**config.mk**
```make
export PLATFORM = sky130hd
export DESIGN_NAME = intc_dma_regs
export DESIGN_NICKNAME = d
export VERILOG_FILES = /design/src/rtl/intc_pkg.sv /design/src/rtl/intc_addr_dec.sv /design/src/rtl/intc_status.sv /design/src/rtl/intc_dma_ctrl.sv /design/src/rtl/intc_dma_regs.sv
export SDC_FILE = /design/constraint.sdc
export NUM_CORES = 1
export LEC_CHECK = 0
export CAP_MARGIN = 20
export CORE_UTILIZATION = 45
export CTS_CLUSTER_DIAMETER = 40
export DETAILED_ROUTE_END_ITERATION = 10
export DONT_BUFFER_PORTS = 1
export PLACE_DENSITY_LB_ADDON = 0.1
export SLEW_MARGIN = 20
export SYNTH_ARGS = -nofsm -noshare
export SYNTH_HDL_FRONTEND = slang
export SYNTH_SLANG_ARGS = --single-unit
```
**constraint.sdc**
```tcl
create_clock -name clk -period 3.1 [get_ports clk]
set_input_delay 0.465 -clock clk [delete_from_list [all_inputs] [get_ports clk]]
set_output_delay 0.465 -clock clk [all_outputs]
set_load 0.02 [all_outputs]
```
**src/rtl/intc_pkg.sv**
```systemverilog
package intc_pkg;
   localparam logic [31:0] SEG_MASK        = 32'h1FFF_FFFF;
   localparam logic [31:0] DMA_DIRECT_MASK = 32'h00FF_803F;
   localparam int          FORCE_BIT       = 15;
   localparam int          EN_LSB          = 16;
   localparam int          GLOBAL_BIT      = 23;
   localparam int          FLAG_LSB        = 24;
   localparam int          MAX_DMA         = 7;
   localparam int          SENT_BIT        = 31;

   typedef enum logic [1:0] {SEL_NONE, SEL_STAT, SEL_MASK, SEL_DMA} reg_sel_e;

   function automatic logic [31:0] lane_mask(input logic [3:0] be);
      logic [31:0] m;
      for (int i = 0; i < 4; i++) m[i*8 +: 8] = {8{be[i]}};
      return m;
   endfunction
endpackage

```
**src/rtl/intc_addr_dec.sv**
```systemverilog
module intc_addr_dec
   import intc_pkg::*;
#(
   parameter logic [31:0] STAT_ADDR = 32'h1F80_1070,
   parameter logic [31:0] MASK_ADDR = 32'h1F80_1074,
   parameter logic [31:0] DMA_ADDR  = 32'h1F80_10F4
) (
   input  logic [31:0] addr,
   output reg_sel_e    sel
);
   localparam logic [31:0] WORD_MASK = 32'hFFFF_FFFC;
   localparam logic [31:0] STAT_W    = STAT_ADDR & WORD_MASK;
   localparam logic [31:0] MASK_W    = MASK_ADDR & WORD_MASK;
   localparam logic [31:0] DMA_W     = DMA_ADDR & WORD_MASK;

   logic [31:0] word;
   assign word = addr & SEG_MASK & WORD_MASK;

   always_comb begin
      if (word == STAT_W)      sel = SEL_STAT;
      else if (word == MASK_W) sel = SEL_MASK;
      else if (word == DMA_W)  sel = SEL_DMA;
      else                     sel = SEL_NONE;
   end
endmodule

```
**src/rtl/intc_status.sv**
```systemverilog
module intc_status #(
   parameter int NUM_SRC     = 11,
   parameter int DMA_SRC_BIT = 3
) (
   input  logic               clk,
   input  logic               rst_n,
   input  logic               wr_stat,
   input  logic               wr_mask,
   input  logic [NUM_SRC-1:0] wdata,
   input  logic [NUM_SRC-1:0] lanes,
   input  logic [NUM_SRC-1:0] src_pulse,
   input  logic               dma_raise,
   output logic [NUM_SRC-1:0] stat_q,
   output logic [NUM_SRC-1:0] mask_q
);
   logic [NUM_SRC-1:0] keep, set_vec, stat_d, mask_d;

   always_comb begin
      keep             = wdata | ~lanes;
      set_vec          = src_pulse;
      set_vec[DMA_SRC_BIT] = src_pulse[DMA_SRC_BIT] | dma_raise;
      stat_d           = (wr_stat ? (stat_q & keep) : stat_q) | set_vec;
      mask_d           = wr_mask ? ((mask_q & ~lanes) | (wdata & lanes)) : mask_q;
   end

   always_ff @(posedge clk or negedge rst_n) begin
      if (!rst_n) begin
         stat_q <= '0;
         mask_q <= '0;
      end else begin
         stat_q <= stat_d;
         mask_q <= mask_d;
      end
   end
endmodule

```
**src/rtl/intc_dma_ctrl.sv**
```systemverilog
module intc_dma_ctrl
   import intc_pkg::*;
#(
   parameter int NUM_DMA = 7
) (
   input  logic               clk,
   input  logic               rst_n,
   input  logic               wr,
   input  logic [31:0]        wdata,
   input  logic [31:0]        lanes,
   input  logic [NUM_DMA-1:0] dma_done,
   output logic [31:0]        icr_q,
   output logic               raise
);
   if (NUM_DMA < 1 || NUM_DMA > MAX_DMA) begin : g_bad_dma
      $error("intc_dma_ctrl: NUM_DMA must be 1..7");
   end

   logic [31:0]        direct_q, direct_d, wr_merge, wr_on;
   logic [MAX_DMA-1:0] flags_q, flags_d, set_v, clr_v;
   logic               sent_q, cond_d;

   for (genvar n = 0; n < MAX_DMA; n++) begin : g_chan
      if (n < NUM_DMA) begin : g_live
         assign set_v[n] = dma_done[n] & direct_q[EN_LSB+n];
      end else begin : g_dead
         assign set_v[n] = 1'b0;
      end
   end

   always_comb begin
      wr_on    = wdata & lanes;
      wr_merge = wr_on | (direct_q & ~lanes);
      direct_d = wr ? (wr_merge & DMA_DIRECT_MASK) : direct_q;
      clr_v    = wr ? wr_on[FLAG_LSB +: MAX_DMA] : '0;
      flags_d  = (flags_q & ~clr_v) | set_v;
      cond_d   = (direct_d[GLOBAL_BIT] & (|flags_d)) | direct_d[FORCE_BIT];
      raise    = cond_d & ~sent_q;
   end

   always_ff @(posedge clk or negedge rst_n) begin
      if (!rst_n) begin
         direct_q <= '0;
         flags_q  <= '0;
         sent_q   <= 1'b0;
      end else begin
         direct_q <= direct_d;
         flags_q  <= flags_d;
         sent_q   <= cond_d;
      end
   end

   assign icr_q = {sent_q, flags_q, direct_q[23:0]};
endmodule

```
**src/rtl/intc_dma_regs.sv**
```systemverilog
module intc_dma_regs
   import intc_pkg::*;
#(
   parameter int          NUM_SRC     = 11,
   parameter int          NUM_DMA     = 7,
   parameter int          DMA_SRC_BIT = 3,
   parameter logic [31:0] STAT_ADDR   = 32'h1F80_1070,
   parameter logic [31:0] MASK_ADDR   = 32'h1F80_1074,
   parameter logic [31:0] DMA_ADDR    = 32'h1F80_10F4
) (
   input  logic               clk,
   input  logic               rst_n,
   input  logic [31:0]        bus_addr,
   input  logic [3:0]         bus_be,
   input  logic               bus_wr,
   input  logic               bus_rd,
   input  logic [31:0]        bus_wdata,
   output logic [31:0]        bus_rdata,
   input  logic [NUM_SRC-1:0] src_pulse,
   input  logic [NUM_DMA-1:0] dma_done,
   output logic               cpu_irq
);
   if (NUM_SRC < 1 || NUM_SRC > 32) begin : g_bad_src
      $error("intc_dma_regs: NUM_SRC must be 1..32");
   end
   if (DMA_SRC_BIT >= NUM_SRC) begin : g_bad_bit
      $error("intc_dma_regs: DMA_SRC_BIT must lie inside NUM_SRC");
   end

   reg_sel_e           sel;
   logic [31:0]        lanes, icr_q;
   logic [NUM_SRC-1:0] stat_q, mask_q;
   logic               dma_raise;
   logic [31:0]        stat_ext, mask_ext;

   intc_addr_dec #(.STAT_ADDR(STAT_ADDR), .MASK_ADDR(MASK_ADDR), .DMA_ADDR(DMA_ADDR))
      u_dec (.addr(bus_addr), .sel(sel));

   assign lanes = lane_mask(bus_be);

   intc_dma_ctrl #(.NUM_DMA(NUM_DMA)) u_dma (
      .clk(clk), .rst_n(rst_n),
      .wr(bus_wr && sel == SEL_DMA),
      .wdata(bus_wdata), .lanes(lanes),
      .dma_done(dma_done), .icr_q(icr_q), .raise(dma_raise));

   intc_status #(.NUM_SRC(NUM_SRC), .DMA_SRC_BIT(DMA_SRC_BIT)) u_stat (
      .clk(clk), .rst_n(rst_n),
      .wr_stat(bus_wr && sel == SEL_STAT),
      .wr_mask(bus_wr && sel == SEL_MASK),
      .wdata(bus_wdata[NUM_SRC-1:0]), .lanes(lanes[NUM_SRC-1:0]),
      .src_pulse(src_pulse), .dma_raise(dma_raise),
      .stat_q(stat_q), .mask_q(mask_q));

   always_comb begin
      stat_ext = '0;
      mask_ext = '0;
      stat_ext[NUM_SRC-1:0] = stat_q;
      mask_ext[NUM_SRC-1:0] = mask_q;
      bus_rdata = '0;
      if (bus_rd) begin
         unique case (sel)
            SEL_STAT: bus_rdata = stat_ext;
            SEL_MASK: bus_rdata = mask_ext;
            SEL_DMA:  bus_rdata = icr_q;
            default:  bus_rdata = '0;
         endcase
      end
   end

   assign cpu_irq = |(stat_q & mask_q);
endmodule

```
==> results.py, run 1 <==
metrics = {
    "timing": {
        "finalHoldViolations": 0,
        "slew_headroom_pct": 61.9,
        "tightest_slew_ns": 0.569,
        "rsz0062_at_grt": "no",
        "final-max-slew-violation-count": 0,
        "clock_skew_ns": 0.0131,
        "fin_crit_sh_pct": 95.9,
        "setup_viol": 0,
        "fin_crit_ns": 2.97,
        "clock.fmax_mhz": 336,
        "tns_ns": 0,
    },
    "detailed_routing": {
        "routed_wl_mm": 6.36,
        "wl_per_cell_um": 19.9,
        "drtIter0Drc": 110,
        "drc_errors": 0,
        "vias": 1946,
        "vias_per_cell": 6.10,
        "drt_pass1_iterations": 5,
        "ant_nets": 0,
    },
    "clock_tree": {
        "clock_sinks": 45,
        "post_cts_buffers": 0,
        "cts_resized": 0,
        "clockRootBuffer": "clkbuf_8",
        "cts_tree": "yes",
        "clk_latency_ns": 0.30,
        "h-tree-depth": 2,
        "ctsLongestPathBuffers": 2,
        "path_clk_slew_ns": 0.09,
        "numCtsBuffers": 5,
    },
    "placement": {
        "portBuffers": 0,
        "place.gp.congestion": 0.869,
        "dp_hpwl_mm": 4.83,
    },
    "yosys": {
        "syn_area_per_cell_sq_um": 10.8,
        "ys_ff_latch": 45,
        "ys.flop_type": "dfrtp_1",
        "synth_area_leader_cell": "dfrtp_1",
        "synth-seq-area-share_pct": 44.9,
        "synthCells": 231,
        "synthArstFlopShare_pct": 100,
        "synth_cell_type_count": 42,
        "synth_top_area_share_pct": 44.9,
        "yosys_warnings": 0,
        "synth-edff-count": 0,
        "synthTopCellsByArea": "dfrtp_1, mux2_2, and3_1, a21o_1, a22oi_1",
        "syn_area_sq_um": 2510,
    },
    "setup_path": {
        "cp_common_cell": "or3_1",
        "arrival_ns": 2.51,
        "crit_type": "input port to primary output",
        "cp-start-kind": "input port",
        "cpPeakStageDelay_ns": 0.58,
        "crit_buf_inv": 1,
        "required_ns": 2.63,
        "endpoint_kind": "primary output",
        "cpLargestDelayFamily": "simple AND/OR/NAND/NOR gates",
        "worstPathMaxFanout": 9,
        "crit_chain": "or4b_1 -> or3_1 -> or3_1 -> nor2_1 -> buf_4",
        "cpMaxStageDelayCell": "or3_1",
    },
    "flow_run": {
        "drv_cap": 0,
    },
    "cells_and_area": {
        "fillers": 497,
        "area.growth.synth_to_final_pct": 12.4,
        "mostFrequentLayoutCells": "dfrtp_1, mux2_2, and3_1",
        "final_common_cell": "dfrtp_1",
        "register_area_sq_um": 1130,
        "multi_input_area_sq_um": 1300,
        "drive_above_1_share_pct": 26.9,
        "layout.nets": 338,
        "antenna_cells": 0,
        "fin_util_pct": 53.8,
    },
    "grt": {
        "antenna_found_initial": 0,
        "grt_max_degree": 46,
        "grt_pass1_vias": 1904,
        "grt_pass1_wl_mm": 10.1,
        "grt.overflow.total": 0,
        "grt_usage_pct": 22.5,
    },
    "power_and_ir_drop": {
        "power-per-cell-area_nw_per_um2": 383,
        "leakagePower_nw": 1.29,
        "ir_drop_mv": 0.220,
    },
    "die": {
        "rows": 26,
        "start_util_pct": 47.8,
        "coreArea_sq_um": 5240,
        "io_pins": 123,
        "die_y_um": 76.6,
        "die_w_um": 76.6,
        "die-area_sq_um": 5870,
    },
    "worst_hold_path": {
        "min_path_type": "input port to flip-flop",
    },
    "run_status": {
        "status": "finished, final reports clean",
    },
}
[power by group]
group          switching (mW)  total (mW)  internal [mW]
sequential        0.000000143       0.586          0.586
clock                   0.204       0.446          0.242
combinational          0.0268      0.0452         0.0184
total                   0.231        1.08          0.847
[synth_stat cells, types with 2 or more instances]
cell / number
a22o_1: 7
nor4_1: 5
nand2b_1: 8
mux2i_1: 6
and3_1: 19
o21bai_1: 2
or3_1: 2
nand4_1: 4
clkbuf_1: 7
nor4_4: 2
nor2_1: 15
or4_4: 2
or4_1: 3
a22oi_1: 9
buf_4: 4
nand2_1: 16
nor2b_1: 3
a21o_1: 11
or3b_2: 4
a221oi_1: 2
nand3_1: 2
inv_1: 5
mux2_2: 30
dfrtp_1: 45
[logic make-up after synthesis]
logic type,synth area share [%]
compound gates,13.0
buf+inv,3.59
flops,44.9
mux,15.9
other cells,0.150
simple gates,22.4
[repair_timing]
action,CTS,global route
hold buffers,1,1
endpoints found under the setup margin,0,0
hold endpoints to repair,45,2
[final cells by class]
type / count / area share [%]
Clock buffer: 6 / 2.58
Inverter: 5 / 0.666
Timing Repair Buffer: 20 / 6.13
Sequential cell: 45 / 40.0
Tap cell: 70 / 3.11
Clock inverter: 2 / 1.38
Multi-Input combinational cell: 171 / 46.2
[path summary, 6_finish.rpt]
path / from / end / cells past startpoint / slack (ns)
setup / recovery: bus_addr[8] / bus_rdata[3] / 5 / 0.13
hold / removal: src_pulse[0] / u_stat.stat_q[0]$_DFF_PN0_ / 1 / 0.24
setup reg to reg: u_dma.flags_q[5]$_DFF_PN0_ / u_dma.sent_q$_DFF_PN0_ / 5 / 1.22
hold reg to reg: flip-flop / flip-flop / 1 / 0.51
max in group asynchronous: rst_n / u_dma.direct_q[23]$_DFF_PN0_ / 2 / 2.19
min in group asynchronous: rst_n / u_dma.flags_q[5]$_DFF_PN0_ / 2 / 0.67
[layer usage]
metal  track usage [%]  up-vias  routed length, um
met3              6.35       12                395
met2              37.0       74               3080
met5                 0        -                  0
li1                  -      893                  -
met4              9.04        0                110
met1              27.9      967               2770
[through the flow]
step / hold slack [ns] / total power, mW / cell area, sq um / std cells / setup slack [ns]
2_1_floorplan: 0.169 / 0.635 / 2520 / 234 / 0.202
3_3_place_gp: 0.170 / 0.627 / 2670 / 309 / 0.184
3_5_place_dp: 0.171 / 0.627 / 2670 / 309 / 0.133
4_1_cts: 0.00113 / 1.09 / 2810 / 318 / 0.128
5_1_grt: 0.228 / 1.12 / 2820 / 319 / 0.0561
6_report: 0.243 / 1.08 / 2820 / 319 / 0.128
Note: power is estimated with default switching activity, not from simulation.
==> run 2: changes to the inputs <==
--- a/config.mk
+++ b/config.mk
@@ -6,7 +6,7 @@
 export NUM_CORES = 1
 export LEC_CHECK = 0
 export CAP_MARGIN = 20
-export CORE_UTILIZATION = 45
+export CORE_UTILIZATION = 31
 export CTS_CLUSTER_DIAMETER = 40
 export DETAILED_ROUTE_END_ITERATION = 10
 export DONT_BUFFER_PORTS = 1
@@ -14,4 +14,5 @@
 export SLEW_MARGIN = 20
 export SYNTH_ARGS = -nofsm -noshare
 export SYNTH_HDL_FRONTEND = slang
+export SYNTH_HIERARCHICAL = 1
 export SYNTH_SLANG_ARGS = --single-unit
==> results.py, run 2 <==
metrics = {
    "grt": {
        "grt_pass1_wl_mm": 9.94,
        "grt_usage_pct": 14.7,
        "antenna_found_initial": 0,
        "grt_pass1_vias": 1890,
        "grt.overflow.total": 0,
        "grt_max_degree": 46,
    },
    "power_and_ir_drop": {
        "switching_share_pct": 21.1,
        "cellInternalPower_mw": 0.800,
        "leakagePower_nw": 1.27,
        "p_sw_mw": 0.214,
        "seq_power_share_pct": 57.8,
        "power-per-cell-area_nw_per_um2": 334,
        "ir_drop_mv": 0.168,
        "power_frac_clock_pct": 39.5,
        "pwr-share-comb_pct": 2.7,
    },
    "setup_path": {
        "cpPeakStageDelay_ns": 0.44,
        "timing.rr.end": "u_stat/stat_q[3]$_DFF_PN0_",
        "crit_chain": "nor4_2 -> nand4_1 -> nor4_2 -> buf_4 -> mux2_2 -> a22oi_1 -> nor2b_1 -> buf_4",
        "required_ns": 2.63,
        "cpMaxStageDelayCell": "nor4_2",
        "r2r_slack_ns": 1.63,
        "arrival_ns": 2.40,
        "worstRegToRegCells": 4,
        "worstPathMaxFanout": 8,
        "endpoint_kind": "primary output",
        "crit_type": "input port to primary output",
        "cp-start-kind": "input port",
    },
    "clock_tree": {
        "cts_tree": "yes",
        "path_clk_slew_ns": 0.08,
        "clockRootBuffer": "clkbuf_8",
        "cts_resized": 0,
        "clock_sinks": 45,
        "clk_latency_ns": 0.29,
        "h-tree-depth": 2,
        "numCtsBuffers": 5,
        "hold_buffers": 1,
        "ctsLongestPathBuffers": 2,
        "post_cts_buffers": 0,
    },
    "yosys": {
        "synth_cell_type_count": 39,
        "syn_area_per_cell_sq_um": 11.3,
        "synth-edff-count": 0,
        "syn_area_sq_um": 2720,
        "synth_area_leader_cell": "dfrtp_1",
        "synthCells": 240,
        "synth_top_area_share_pct": 41.4,
        "yosys_warnings": 6,
        "synthTopCellsByArea": "dfrtp_1, mux2_4, mux2_2, and2_1, nand2_1",
        "synth_most_common_cell": "dfrtp_1",
        "synth-seq-area-share_pct": 41.4,
        "yosys-top-cells-count": "dfrtp_1, nand2_1, and2_1, mux2_2, mux2_4",
        "synthArstFlopShare_pct": 100,
        "ys.flop_type": "dfrtp_1",
        "ys_ff_latch": 45,
    },
    "cells_and_area": {
        "drive_above_1_share_pct": 32.3,
        "antenna_cells": 0,
        "layout.nets": 346,
        "final_common_cell": "dfrtp_1",
        "post-route-cell-area_sq_um": 3040,
        "mostFrequentLayoutCells": "dfrtp_1, nand2_1, and2_1",
        "area.growth.synth_to_final_pct": 11.5,
    },
    "timing": {
        "clock_skew_ns": 0.00293,
        "fin_crit_sh_pct": 92.6,
        "finalHoldViolations": 0,
        "tns_ns": 0,
        "setup_viol": 0,
        "clock.fmax_mhz": 349,
        "rsz0062_at_grt": "no",
        "final-max-slew-violation-count": 0,
        "fin_crit_ns": 2.87,
    },
    "placement": {
        "dp_hpwl_mm": 4.71,
        "dpl_cell_area_sq_um": 2910,
        "place.gp.congestion": 0.719,
        "portBuffers": 0,
    },
    "die": {
        "start_util_pct": 32.6,
        "io_pins": 123,
        "rows": 33,
        "die-area_sq_um": 9160,
        "die_y_um": 95.7,
        "coreArea_sq_um": 8340,
        "die_w_um": 95.7,
    },
    "run_status": {
        "status": "finished, final reports clean",
    },
    "detailed_routing": {
        "wl_per_cell_um": 17.9,
        "drtIter0Drc": 78,
        "vias_per_cell": 5.08,
        "routed_wl_mm": 6.49,
        "vias": 1838,
        "ant_nets": 0,
        "drt_pass1_iterations": 4,
        "drc_errors": 0,
    },
    "worst_hold_path": {
        "min_path_type": "input port to asynchronous set/reset pin",
    },
    "flow_run": {
        "drv_cap": 0,
    },
}
run 2: cell types whose count changed after synthesis, sizes merged, moves of 5 or more:
cell and change:
buf +14, nand3b +11, nand2 +12, nor2 -11, nor2b +9, clkbuf -6
or4 -5, mux2i -6, and2 +22, nand3 +5, mux2 +7, nand2b -8
and3 -16
run 2: per-layer routing:
metal	vias to the layer above	global-route usage (%)	part of all wire [%]
met5	-	0	0
met4	0	2.99	0.37
met3	2	4.27	7.7
met2	74	25.8	48
met1	894	18.0	44
li1	868	-	-
run 2: layout make-up:
class / instances / area, sq um
well taps: 105 / 131
clock inverters: 1 / 5.00
inverters: 1 / 3.75
repair buffers: 22 / 210
multi-input cells: 181 / 1460
fillers: 856 / 5310
flip-flops and latches: 45 / 1130
clock buffers: 7 / 96.3
run 2: metrics by stage:
| stage | setup slack [ns] | hold slack, ns | util, % | instances | power, mW |
|---|---|---|---|---|---|
| floorplan | 0.0310 | 0.169 | - | 248 | 0.618 |
| global placement | 0.126 | 0.171 | 34.8 | 353 | 0.610 |
| detailed placement | 0.0978 | 0.171 | 34.8 | 353 | 0.610 |
| CTS | 0.160 | 0.0103 | 36.4 | 362 | 1.04 |
| global route | 0.0739 | 0.00345 | 36.4 | 362 | 1.06 |
| finish | 0.231 | 0.00218 | 36.4 | 362 | 1.01 |
run 2: how the worst max path moves through the flow:
stage,slack [ns],to,startpoint
final,0.23,bus_rdata[10],bus_addr[19]
after global routing,0.07,bus_rdata[4],bus_addr[19]
after CTS,0.16,bus_rdata[0],bus_addr[19]
after detailed placement,0.1,u_stat/stat_q[3]$_DFF_PN0_,bus_addr[19]
after global placement,0.13,u_stat/stat_q[3]$_DFF_PN0_,bus_addr[19]
after floorplan,0.03,u_stat/stat_q[3]$_DFF_PN0_,bus_addr[19]
run 2: worst max-delay path, delay by kind of cell:
| family | cells | cell delay [ns] |
|---|---|---|
| mux | 1 | 0.35 |
| buf+inv | 2 | 0.44 |
| simple gates | 4 | 0.98 |
| compound gates | 1 | 0.17 |
run 2: kinds of logic after synthesis:
| group | share of synthesized area [%] |
|---|---|
| other | 0.138 |
| AOI/OAI and AO/OA | 11.7 |
| and+or+nand+nor | 21.9 |
| buffers and inverters | 6.80 |
| muxes | 17.8 |
| xor gates and xnor gates | 0.322 |
| DFF | 41.4 |
run 2: power groups by stage:
stage / sequential (mW) / clock (mW) / combinational [mW]
6_report: 0.586 / 0.401 / 0.0273
5_1_grt: 0.587 / 0.443 / 0.0316
4_1_cts: 0.586 / 0.429 / 0.0287
3_5_place_dp: 0.598 / 0 / 0.0116
3_3_place_gp: 0.598 / 0 / 0.0115
2_1_floorplan: 0.598 / 0 / 0.0195
==> run 3: changes to the inputs <==
--- a/config.mk
+++ b/config.mk
@@ -7,6 +7,7 @@
 export LEC_CHECK = 0
 export CAP_MARGIN = 20
 export CORE_UTILIZATION = 31
+export CTS_BUF_LIST = sky130_fd_sc_hd__clkbuf_16
 export CTS_CLUSTER_DIAMETER = 40
 export DETAILED_ROUTE_END_ITERATION = 10
 export DONT_BUFFER_PORTS = 1
==> results.py, run 3 (synthesis results as in run 2) <==
metrics = {
    "run_status": {
        "status": "finished, final reports clean",
    },
    "setup_path": {
        "worstPathMaxFanout": 8,
        "crit_buf_inv": 2,
        "cpLargestDelayFamily": "simple AND/OR/NAND/NOR gates",
        "arrival_ns": 2.41,
        "cp-start-kind": "input port",
        "required_ns": 2.63,
        "crit_type": "input port to primary output",
        "r2r_slack_ns": 1.64,
        "endpoint_kind": "primary output",
        "cpMaxStageDelayCell": "nor4_2",
        "cpPeakStageDelay_ns": 0.44,
        "crit_chain": "nor4_2 -> nand4_1 -> nor4_2 -> buf_4 -> mux2_2 -> a22oi_1 -> nor2b_1 -> buf_4",
    },
    "power_and_ir_drop": {
        "power-per-cell-area_nw_per_um2": 364,
        "seq_power_share_pct": 52.5,
        "cellInternalPower_mw": 0.891,
        "p_sw_mw": 0.228,
        "ir_drop_mv": 0.181,
        "pwr-share-comb_pct": 2.4,
        "power_frac_clock_pct": 45.1,
        "switching_share_pct": 20.4,
        "p_total_mw": 1.12,
        "leakagePower_nw": 1.29,
    },
    "timing": {
        "setup_viol": 0,
        "fin_crit_ns": 2.87,
        "tns_ns": 0,
        "final-max-slew-violation-count": 0,
        "rsz0062_at_grt": "no",
        "clock_skew_ns": 0.00215,
        "clock.fmax_mhz": 348,
        "finalHoldViolations": 0,
        "fin_crit_sh_pct": 92.6,
        "whs_ns": 0.0191,
    },
    "detailed_routing": {
        "drc_errors": 0,
        "drtIter0Drc": 76,
        "vias_per_cell": 5.06,
        "drt_pass1_iterations": 4,
        "vias": 1830,
        "ant_nets": 0,
        "routed_wl_mm": 6.49,
        "wl_per_cell_um": 17.9,
    },
    "clock_tree": {
        "clk_latency_ns": 0.28,
        "cts_tree": "yes",
        "path_clk_slew_ns": 0.06,
        "ctsLongestPathBuffers": 2,
        "hold_buffers": 1,
        "h-tree-depth": 2,
        "clock_sinks": 45,
        "post_cts_buffers": 0,
        "clockRootBuffer": "clkbuf_16",
        "numCtsBuffers": 5,
        "cts_resized": 0,
    },
    "cells_and_area": {
        "drive_above_1_share_pct": 31.5,
        "mostFrequentLayoutCells": "dfrtp_1, nand2_1, and2_1",
        "antenna_cells": 0,
        "area.growth.synth_to_final_pct": 12.8,
        "final_common_cell": "dfrtp_1",
        "layout.nets": 346,
    },
    "grt": {
        "grt_pass1_wl_mm": 9.96,
        "grt.overflow.total": 0,
        "grt_pass1_vias": 1900,
        "grt_max_degree": 46,
        "grt_usage_pct": 14.8,
        "antenna_found_initial": 0,
    },
    "placement": {
        "portBuffers": 0,
        "dp_hpwl_mm": 4.71,
        "place.gp.congestion": 0.719,
    },
    "flow_run": {
        "drv_cap": 0,
    },
    "die": {
        "io_pins": 123,
        "coreArea_sq_um": 8340,
        "die_y_um": 95.7,
        "start_util_pct": 32.6,
        "die-area_sq_um": 9160,
        "rows": 33,
        "die_w_um": 95.7,
    },
    "worst_hold_path": {
        "min_path_type": "input port to asynchronous set/reset pin",
    },
}
-- run 3: cell types whose count changed in the layout (fill, tap and decap cells not counted) --
cell	previous run	this run
clkinv_1	0	2
clkbuf_16	0	5
clkbuf_8	7	0
-- run 3: stage by stage --
step | area, sq um | util, % | worst slack (ns) | cells
floorplan | 2760 | - | 0.0310 | 248
global placement | 2910 | 34.8 | 0.126 | 353
detailed placement | 2910 | 34.8 | 0.0978 | 353
CTS | 3070 | 36.8 | 0.160 | 362
global route | 3070 | 36.8 | 0.0739 | 362
finish | 3070 | 36.8 | 0.229 | 362
-- run 3: final timing paths --
check                                   from                    endpoint  depth (start not counted)
worst max-delay path            bus_addr[19]               bus_rdata[10]                          8
worst min-delay path                   rst_n  asynchronous set/reset pin                          1
worst max register to register     flip-flop  u_stat/stat_q[3]$_DFF_PN0_                          4
worst min register to register     flip-flop                   flip-flop                          1
max in group asynchronous              rst_n  asynchronous set/reset pin                          1
min in group clk                src_pulse[7]  u_stat/stat_q[7]$_DFF_PN0_                          1
-- run 3: layer usage --
metal  track usage [%]  up-vias  routed length (um)
met3              4.50        5                 511
li1                  -      869                   -
met5                 0        -                   0
met2              25.8       73                3070
met1              17.9      883                2860
met4              3.73        0                  48
-- run 3: layout make-up --
class | count | area (sq um)
Multi-Input combinational cell | 181 | 1460
Inverter | 1 | 3.75
Fill cell | 854 | 5270
Timing Repair Buffer | 22 | 210
Sequential cell | 45 | 1130
Clock buffer | 5 | 125
Tap cell | 105 | 131
Clock inverter | 3 | 12.5
-- run 3: power groups by stage --
stage / Combinational, mW / Sequential (mW) / Clock (mW)
floorplan: 0.0195 / 0.598 / 0
global placement: 0.0115 / 0.598 / 0
detailed placement: 0.0116 / 0.598 / 0
CTS: 0.0287 / 0.587 / 0.533
global route: 0.0316 / 0.587 / 0.549
finish: 0.0273 / 0.587 / 0.504
